**config.mk**
```make
export PLATFORM = sky130hd
export DESIGN_NAME = tile_refresh_sched
export DESIGN_NICKNAME = d
export VERILOG_FILES = /design/src/rtl/tile_refresh_pkg.sv /design/src/rtl/trs_tile_ctr.sv /design/src/rtl/trs_pick_lowest.sv /design/src/rtl/trs_line_seq.sv /design/src/rtl/tile_refresh_sched.sv
export SDC_FILE = /design/constraint.sdc
export NUM_CORES = 1
export LEC_CHECK = 0
export BUFFER_PORTS_ARGS = -buffer_cell sky130_fd_sc_hd__buf_2
export CAP_MARGIN = 20
export CORE_MARGIN = 3
export CORE_UTILIZATION = 40
export CTS_CLUSTER_SIZE = 10
export DETAILED_ROUTE_END_ITERATION = 8
export GPL_TIMING_DRIVEN = 1
export PLACE_DENSITY_LB_ADDON = 0.12
export SLEW_MARGIN = 20
export SYNTH_ARGS = -nofsm -noshare
export SYNTH_HDL_FRONTEND = slang
export SYNTH_HIERARCHICAL = 1
export SYNTH_SLANG_ARGS = --single-unit
export TNS_END_PERCENT = 1
```
**constraint.sdc**
```tcl
create_clock -name clk -period 3.95 [get_ports clk]
set_clock_uncertainty 0.15 [all_clocks]
set_input_delay 0.5925 -clock clk [delete_from_list [all_inputs] [get_ports clk]]
set_output_delay 0.5925 -clock clk [all_outputs]
set_load 0.005 [all_outputs]
```
**src/rtl/tile_refresh_pkg.sv**
```systemverilog
package tile_refresh_pkg;

  typedef enum logic {SEQ_IDLE = 1'b0, SEQ_RUN = 1'b1} seq_state_e;

  // number of base ticks between starts for a given period code
  function automatic int unsigned period_of(input int unsigned code);
    return code + 1;
  endfunction

endpackage

```
**src/rtl/trs_tile_ctr.sv**
```systemverilog
module trs_tile_ctr #(
  parameter int CODE_W = 6
) (
  input  logic              clk,
  input  logic              rst_n,
  input  logic              tick,
  input  logic              cfg_hit,
  input  logic [CODE_W-1:0] cfg_code,
  input  logic              start_hit,
  output logic              pending,
  output logic              expire
);

  logic [CODE_W-1:0] code_q;
  logic [CODE_W-1:0] cnt_q;

  assign expire = tick && !cfg_hit && !start_hit && (cnt_q == '0);

  always_ff @(posedge clk) begin
    if (!rst_n) begin
      code_q  <= '0;
      cnt_q   <= '0;
      pending <= 1'b0;
    end else if (cfg_hit) begin
      code_q  <= cfg_code;
      cnt_q   <= cfg_code;
      pending <= 1'b0;
    end else if (start_hit) begin
      cnt_q   <= code_q;
      pending <= 1'b0;
    end else if (tick) begin
      if (cnt_q == '0) pending <= 1'b1;
      else             cnt_q   <= cnt_q - 1'b1;
    end
  end

  // a start reloads the full code, even with a tick in that cycle
  p_reload_on_start_r2: assert property (@(posedge clk) disable iff (!rst_n)
    start_hit && !cfg_hit |=> cnt_q == $past(code_q));

  // an expiry always leaves the tile pending
  p_expiry_kept_r3: assert property (@(posedge clk) disable iff (!rst_n)
    expire |=> pending);

  // pending is only dropped by a start or a write
  p_pending_held_r3: assert property (@(posedge clk) disable iff (!rst_n)
    pending && !start_hit && !cfg_hit |=> pending);

  // a write loads the counter and cancels a waiting refresh
  p_cfg_loads_r7: assert property (@(posedge clk) disable iff (!rst_n)
    cfg_hit |=> !pending && cnt_q == $past(cfg_code) && code_q == $past(cfg_code));

endmodule

```
**src/rtl/trs_pick_lowest.sv**
```systemverilog
module trs_pick_lowest #(
  parameter int N  = 8,
  parameter int TW = 3
) (
  input  logic [N-1:0]  req_vec,
  output logic          any,
  output logic [TW-1:0] idx,
  output logic [N-1:0]  onehot
);

  function automatic logic [TW-1:0] lowest(input logic [N-1:0] v);
    logic [TW-1:0] r;
    r = '0;
    for (int i = N - 1; i >= 0; i--) begin
      if (v[i]) r = TW'(i);
    end
    return r;
  endfunction

  assign any    = |req_vec;
  assign idx    = lowest(req_vec);
  assign onehot = any ? (N'(1) << idx) : '0;

endmodule

```
**src/rtl/trs_line_seq.sv**
```systemverilog
module trs_line_seq
  import tile_refresh_pkg::*;
#(
  parameter int TW    = 3,
  parameter int OFF_W = 5
) (
  input  logic                clk,
  input  logic                rst_n,
  input  logic                start,
  input  logic [TW-1:0]       start_tile,
  input  logic                gnt,
  output logic                busy,
  output logic [TW+OFF_W-1:0] line
);

  localparam logic [OFF_W-1:0] LAST = '1;

  seq_state_e       state_q;
  logic [TW-1:0]    tile_q;
  logic [OFF_W-1:0] off_q;
  logic             step;

  assign busy = (state_q == SEQ_RUN);
  assign line = {tile_q, off_q};
  assign step = busy && gnt;

  always_ff @(posedge clk) begin
    if (!rst_n) begin
      state_q <= SEQ_IDLE;
      tile_q  <= '0;
      off_q   <= '0;
    end else if (start && !busy) begin
      state_q <= SEQ_RUN;
      tile_q  <= start_tile;
      off_q   <= '0;
    end else if (step) begin
      if (off_q == LAST) state_q <= SEQ_IDLE;
      else               off_q   <= off_q + 1'b1;
    end
  end

  // request and line held until granted
  p_hold_until_grant_r6: assert property (@(posedge clk) disable iff (!rst_n)
    busy && !gnt |=> busy && $stable(line));

  // ascending offsets within a tile
  p_ascend_r5: assert property (@(posedge clk) disable iff (!rst_n)
    step && off_q != LAST |=> busy && off_q == $past(off_q) + 1'b1 && tile_q == $past(tile_q));

  // request drops after the last line
  p_last_drops_r5: assert property (@(posedge clk) disable iff (!rst_n)
    step && off_q == LAST |=> !busy);

  // every sequence begins at offset 0
  p_begin_zero_r5: assert property (@(posedge clk) disable iff (!rst_n)
    $rose(busy) |-> off_q == '0);

endmodule

```
**src/rtl/tile_refresh_sched.sv**
```systemverilog
module tile_refresh_sched #(
  parameter int NUM_TILES      = 8,
  parameter int LINES_PER_TILE = 32,
  parameter int CODE_W         = 6,
  localparam int TILE_W = (NUM_TILES > 1) ? $clog2(NUM_TILES) : 1,
  localparam int OFF_W  = (LINES_PER_TILE > 1) ? $clog2(LINES_PER_TILE) : 1,
  localparam int LINE_W = TILE_W + OFF_W
) (
  input  logic              clk,
  input  logic              rst_n,
  input  logic              base_tick,
  input  logic              cfg_we,
  input  logic [TILE_W-1:0] cfg_tile,
  input  logic [CODE_W-1:0] cfg_code,
  output logic              ref_req,
  output logic [LINE_W-1:0] ref_line,
  input  logic              ref_gnt
);

  logic [NUM_TILES-1:0] cfg_hit;
  logic [NUM_TILES-1:0] pend;
  logic [NUM_TILES-1:0] expire;
  logic [NUM_TILES-1:0] eligible;
  logic [NUM_TILES-1:0] pick_vec;
  logic [NUM_TILES-1:0] start_vec;
  logic                 pick_any;
  logic [TILE_W-1:0]    pick_idx;
  logic                 seq_busy;
  logic                 start_go;

  // a write to a tile masks it from selection in that same cycle
  assign eligible  = pend & ~cfg_hit;
  assign start_go  = pick_any && !seq_busy;
  assign start_vec = start_go ? pick_vec : '0;

  for (genvar g = 0; g < NUM_TILES; g++) begin : g_tile
    assign cfg_hit[g] = cfg_we && (cfg_tile == TILE_W'(g));
    trs_tile_ctr #(.CODE_W(CODE_W)) u_ctr (
      .clk      (clk),
      .rst_n    (rst_n),
      .tick     (base_tick),
      .cfg_hit  (cfg_hit[g]),
      .cfg_code (cfg_code),
      .start_hit(start_vec[g]),
      .pending  (pend[g]),
      .expire   (expire[g])
    );
  end

  trs_pick_lowest #(.N(NUM_TILES), .TW(TILE_W)) u_pick (
    .req_vec(eligible),
    .any    (pick_any),
    .idx    (pick_idx),
    .onehot (pick_vec)
  );

  trs_line_seq #(.TW(TILE_W), .OFF_W(OFF_W)) u_seq (
    .clk       (clk),
    .rst_n     (rst_n),
    .start     (start_go),
    .start_tile(pick_idx),
    .gnt       (ref_gnt),
    .busy      (seq_busy),
    .line      (ref_line)
  );

  assign ref_req = seq_busy;

  // never more than one tile started per cycle
  p_one_start_r4: assert property (@(posedge clk) disable iff (!rst_n)
    $onehot0(start_vec));

  // a start makes the request rise with the chosen tile in the upper bits
  p_start_tile_r4: assert property (@(posedge clk) disable iff (!rst_n)
    start_go |=> ref_req && ref_line[LINE_W-1:OFF_W] == $past(pick_idx));

  // a tile written this cycle is never the one started
  p_cfg_beats_start_r7: assert property (@(posedge clk) disable iff (!rst_n)
    (start_vec & cfg_hit) == '0);

  // a write does not disturb a waiting request
  p_cfg_no_disturb_r8: assert property (@(posedge clk) disable iff (!rst_n)
    ref_req && !ref_gnt && cfg_we |=> ref_req && $stable(ref_line));

  // no request in the cycle after reset
  p_reset_quiet_r1: assert property (@(posedge clk)
    !rst_n |=> !ref_req);

endmodule

```
-- Yosys cells after proc, flatten, opt, wreduce, memory -nomap -nowiden
Index checks and enable logic that the tools add are counted.
- add/subtract/negate cells: 9
- multipliers: 0
- divide/modulo/power cells: 0
- $lt $le $gt $ge: 0
- eq/ne operators: 16
- shifts and indexed selects: 1
- mux-type cells: 45
- bitwise operators: 4
- reduce and logical (&&, ||, !) cells: 59
- operators by type and width (kind ; count):
    2-to-1 mux 6 bit ; 32
    zero test 6 bit ; 8
    subtractor 6 x 1 -> 6 bit (second input constant) ; 8
    AND reduction 2 bit ; 18
    2-to-1 mux 3 bit ; 8
    inequality test 3 x 2 -> 1 bit (second input constant) ; 8
    nonzero test 3 bit ; 8
    OR reduction 3 bit ; 8
    2-to-1 mux 8 bit ; 2
    == test 3 bit (second input constant) ; 4
    logical AND 1 bit ; 11
    bitwise AND 8 bit ; 1
    NOT 8 bit ; 1
    OR reduction 8 bit ; 1
    left shift 1 x 3 -> 8 bit (first input constant) ; 1
    == test 3 x 2 -> 1 bit (second input constant) ; 2
    adder 5 x 1 -> 5 bit (second input constant) ; 1
    == test 5 bit (second input constant) ; 1
    nonzero test 2 bit ; 2
    == test 3 x 1 -> 1 bit (second input constant) ; 1
    zero test 3 bit ; 1
    2-to-1 mux 1 bit ; 3
    NOT 1 bit ; 2
    OR reduction 2 bit ; 1
    zero test 1 bit ; 1
- flip-flop bits (word level): 113
- latch bits: 0
- memory bits (writable): 0
- memory bits (read-only): 0
- input port bits: 14
- output and inout bits: 9
- logic and storage cells: 161
- memories kept: 0

-- Logic depth before layout (Yosys ltp)
- word-level depth: 17
- depth in mapped cells: 13
- mapped depth without buffers: 10

-- By module
The synthesis kept the hierarchy.
- modules (own cells, without submodules) (module ; instances ; cells each ; area each (µm²) ; seq. area each (µm²)):
    trs_tile_ctr (g_tile[0].u_ctr ...) ; 7 ; 83 ; 720.7 ; 260.2
    trs_tile_ctr (g_tile[6].u_ctr) ; 1 ; 82 ; 683.2 ; 260.2
    trs_line_seq ; 1 ; 36 ; 386.6 ; 180.2
    tile_refresh_sched ; 1 ; 33 ; 235.2 ; 0.0
    trs_pick_lowest ; 1 ; 25 ; 141.4 ; 0.0

-- Least setup slack after synthesis
OpenSTA, ideal clock, no wires.
- kind: in2reg
- start: input port cfg_tile[0]
- end: register g_tile[6].u_ctr.cnt_q[4]
- data arrival time: 2.848 ns
- path slack: 0.819 ns
- stages on the path: 13
- path through: buf_6 and4bb_4 nor2b_2 nor4_1 nand2_1 nor2b_1 buf_2 and2_1 or4_1 o32a_1 buf_6 a21oi_1 a311oi_2
- elaborated cells on any way between the ends: 36
- classes of those cells: eq/ne (8); shift (1); mux (12); bitwise (2); reduce/logical (13)
- RTL lines (what ; RTL line ; RTL):
    from (decl) ; tile_refresh_sched.sv:13 ; input logic [TILE_W-1:0] cfg_tile,
    == test 3 bit * ; tile_refresh_sched.sv:37 ; assign cfg_hit[g] = cfg_we && (cfg_tile == TILE_W'(g));
    logical AND 1 bit * ; tile_refresh_sched.sv:37 ;
    net cfg_hit[4] ; tile_refresh_sched.sv:20 ; logic [NUM_TILES-1:0] cfg_hit;
    NOT 8 bit * ; tile_refresh_sched.sv:32 ; assign eligible = pend & ~cfg_hit;
    bitwise AND 8 bit * ; tile_refresh_sched.sv:32 ;
    net eligible[4] ; tile_refresh_sched.sv:23 ; logic [NUM_TILES-1:0] eligible;
    OR reduction 8 bit * ; trs_pick_lowest.sv:20 ; assign any = |req_vec;
    net pick_any ; tile_refresh_sched.sv:26 ; logic pick_any;
    logical AND 1 bit * ; tile_refresh_sched.sv:33 ; assign start_go = pick_any && !seq_busy;
    net start_go ; tile_refresh_sched.sv:29 ; logic start_go;
    2-to-1 mux 8 bit * ; tile_refresh_sched.sv:34 ; assign start_vec = start_go ? pick_vec : '0;
    net start_vec[6] ; tile_refresh_sched.sv:25 ; logic [NUM_TILES-1:0] start_vec;
    inequality test 3 x 2 -> 1 bit (no line) (tied with other cells) ; - ;
    AND reduction 2 bit (no line) / 2-to-1 mux 6 bit (equally long branches) ; - ;
    to (signal assigned) ; trs_tile_ctr.sv:26 ; cnt_q <= cfg_code;
    to (signal assigned) ; trs_tile_ctr.sv:29 ; cnt_q <= code_q;
    to (signal assigned) ; trs_tile_ctr.sv:33 ; else cnt_q <= cnt_q - 1'b1;
    to (decl) ; trs_tile_ctr.sv:15 ; logic [CODE_W-1:0] cnt_q;
The timed path passes the listed nets; every way through them passes the cells marked *.
A chain may end at the register's enable or synchronous reset.

-- Worst setup path after layout
- start: input port cfg_tile[0]
- end: register g_tile[6].u_ctr.cnt_q[4]
- elaborated cells on any way between the ends: 36
- classes of those cells: eq/ne (8); shift (1); mux (12); bitwise (2); reduce/logical (13)
- RTL lines (what ; RTL line):
    == test 3 bit * ; tile_refresh_sched.sv:37
    logical AND 1 bit * ; tile_refresh_sched.sv:37
    net cfg_hit[4] ; tile_refresh_sched.sv:20
    NOT 8 bit * ; tile_refresh_sched.sv:32
    bitwise AND 8 bit * ; tile_refresh_sched.sv:32
    net eligible[4] ; tile_refresh_sched.sv:23
    OR reduction 8 bit * ; trs_pick_lowest.sv:20
    net pick_any ; tile_refresh_sched.sv:26
    2-to-1 mux 8 bit / logical AND 1 bit (equally long branches) ; trs_pick_lowest.sv:22, tile_refresh_sched.sv:33
    2-to-1 mux 8 bit * ; tile_refresh_sched.sv:34
    net start_vec[6] ; tile_refresh_sched.sv:25
    inequality test 3 x 2 -> 1 bit (no line) (tied with other cells) ; -
    AND reduction 2 bit (no line) / 2-to-1 mux 6 bit (equally long branches) ; -
Marked as above.

==> impl_results.md <==
* Lkg Pwr at 2.82 nW
* Peak supply drop at around 0.35 mV
* Switching share of power at 0.381
* Startpoint types: input pin
* I/O Buffers at 22
* Setup Buffers After CTS at 0
* Fillers at about 1,500
* Nets at 808
* Die area at between 0.015 and 0.02 mm^2
* Final Hold Viols at 0
* Total of warnings raised by yosys at 6
* Worst min-delay path category: in -> reg
* Final worst path period share at 0.794
* Status: completed
* Comb power frac at 0.439
* Die height at about 130 um
* Drt via density at around 5.5
* Clk_lat worst skew at 410 ps
* Net Sw Power at around 2.2 mW
* # DRC at 0
* WS Path Type: in -> reg
* Inst Count DP at approximately 970
* Synthesized area per cell at between 8 and 9 um^2
* Max FO, Critical Path at 14
* Initial antenna violation count at 1
* GR Overflow Total at 0
* Core Area at 0.0155 mm^2
* Max Clock Freq at roughly 320 MHz
* Crit path DAT at roughly 3300 ps
* Max-cap violations at 0
* CTS tree: yes
* Initial Utilization at 0.417
* Endpoints failing setup at 0
* Clk buf depth at 2
* Cts hold-fix bufs at 0
* Hold Slack at a little under 300 ps
* Via Count at 5,475
* RSZ-0062 raised after global routing: no
* Pwr dens at slightly below 800 mW/mm^2
* Worst Tran Pin Value at 978 ps
* Pint at between 3 and 4 mW
* Detailed Route WL at roughly 16,000 um
* First-pass GRT wire length at about 26,000 um
* # IOs at 23
* Placer congestion estimate at about 0.83
* Final Critical Period at approximately 3100 ps
* Non-Filler Instances at between 1,000 and 1,500
* TritonRoute pass-1 iters at 5
* Clock buffer count from CTS at 17
* Worst-path clk slew at about 50 ps
* Worst Setup End Kind: flip-flop
* Slew Viols, Final at 0
* H-tree depth at 4
* Setup TNS at 0 ps
* Pin count of the biggest net entering global routing at 52
* Power share of the sequential group at 0.307
* # clock sinks at around 110
* Routed WL per cell at between 15 and 20 um
* Critical Path RT at between 4000 and 5000 ps
* Antenna-violating nets left at 0
* Post-synthesis cell area at 0.00648 mm^2
* Detailed Place HPWL at 10,600 um
* Layout cells sized above 1 at 0.144
* Initial DRC count at approximately 300
* Row count at 45
* Synth Instances at 756
* Syn nets at around 800
* Clock share of power at 0.254
* Die width at between 100 and 150 um
* Area Overhead vs Synth at 12.7%
* Clock root buffer master: clkbuf_16
* Post-cts sizing count at 0
* Total Routing Usage GR at 0.183
* Vias in the first global route at about 5,200
* Max_slew headroom at 0.348
area by class of cell:
| cell class | count | area [um^2] | share of cell area |
|---|---|---|---|
| diodes | 1 | 2.50 | 0.000342 |
| clock buffers | 27 | 513 | 0.0702 |
| clock inverters | 5 | 50.0 | 0.00685 |
| inverters | 35 | 131 | 0.0180 |
| multi-input cells | 572 | 3840 | 0.526 |
| flip-flops and latches | 113 | 2260 | 0.309 |
| well taps | 211 | 264 | 0.0361 |
| repair buffers | 38 | 243 | 0.0332 |
metal layers:
layer	part of all wire	GRT usage
met4	0.016	0.0640
met5	0	0
met1	0.47	0.235
met2	0.47	0.307
met3	0.034	0.0370
flip-flops by register name, indices dropped and copies added, names as in the netlist:
| signal | cells |
|---|---|
| g_tile.u_ctr/cnt_q | 48 |
| g_tile.u_ctr/code_q | 48 |
| g_tile.u_ctr/pending | 8 |
| u_seq/busy | 1 |
| u_seq/off_q | 5 |
| u_seq/tile_q | 3 |
stage by stage:
stage          setup WS [ps]  instance area (um^2)   util  power, mW
2_1_floorplan            819                  6480      -       3.86
3_3_place_gp             511                  6740  0.434       4.22
3_5_place_dp             400                  6740  0.434       4.29
4_1_cts                  816                  7310  0.470       5.78
5_1_grt                  449                  7310  0.470       6.19
6_report                 814                  7310  0.470       5.72
worst max-delay path, cell delays in order:
cell      delay (ps)
buf_2            160
and4bb_4         460
nor2b_2           90
nor4_1           410
nand2_1          120
nor2b_1          230
and2_1           220
or4_1            390
o32a_1           310
a21oi_1          210
a311oi_2          60
path summary, 6_finish.rpt:
path / from / to / slack, ps / depth (start not counted)
max reg2reg: g_tile[3].u_ctr/pending / g_tile[7].u_ctr/cnt_q[5] / 1050 / 9
min reg2reg: g_tile[4].u_ctr/code_q[3] / g_tile[4].u_ctr/code_q[3] / 310 / 2
max: cfg_tile[0] / g_tile[6].u_ctr/cnt_q[4] / 810 / 11
min: ref_gnt / u_seq/busy / 300 / 2
cells in the final DEF, fill, tap and decap left out, types with 20 or more instances in the layout:
cell,n
o21ai_1,21
nor2_1,46
a21oi_1,43
inv_1,25
buf_2,22
nand2_1,100
mux2i_1,22
nor2b_1,29
nor3_1,20
a21boi_0,40
dfxtp_1,113
power by group through the flow:
stage               registers, mW  logic, mW  clock network [mW]
floorplan                    1.71       2.15                   0
detailed placement           1.77       2.51                   0
CTS                          1.75       2.53                1.49
finish                       1.75       2.51                1.45
global route                 1.80       2.85                1.54
global placement             1.77       2.45                   0
(Power assumes the default switching activity.)
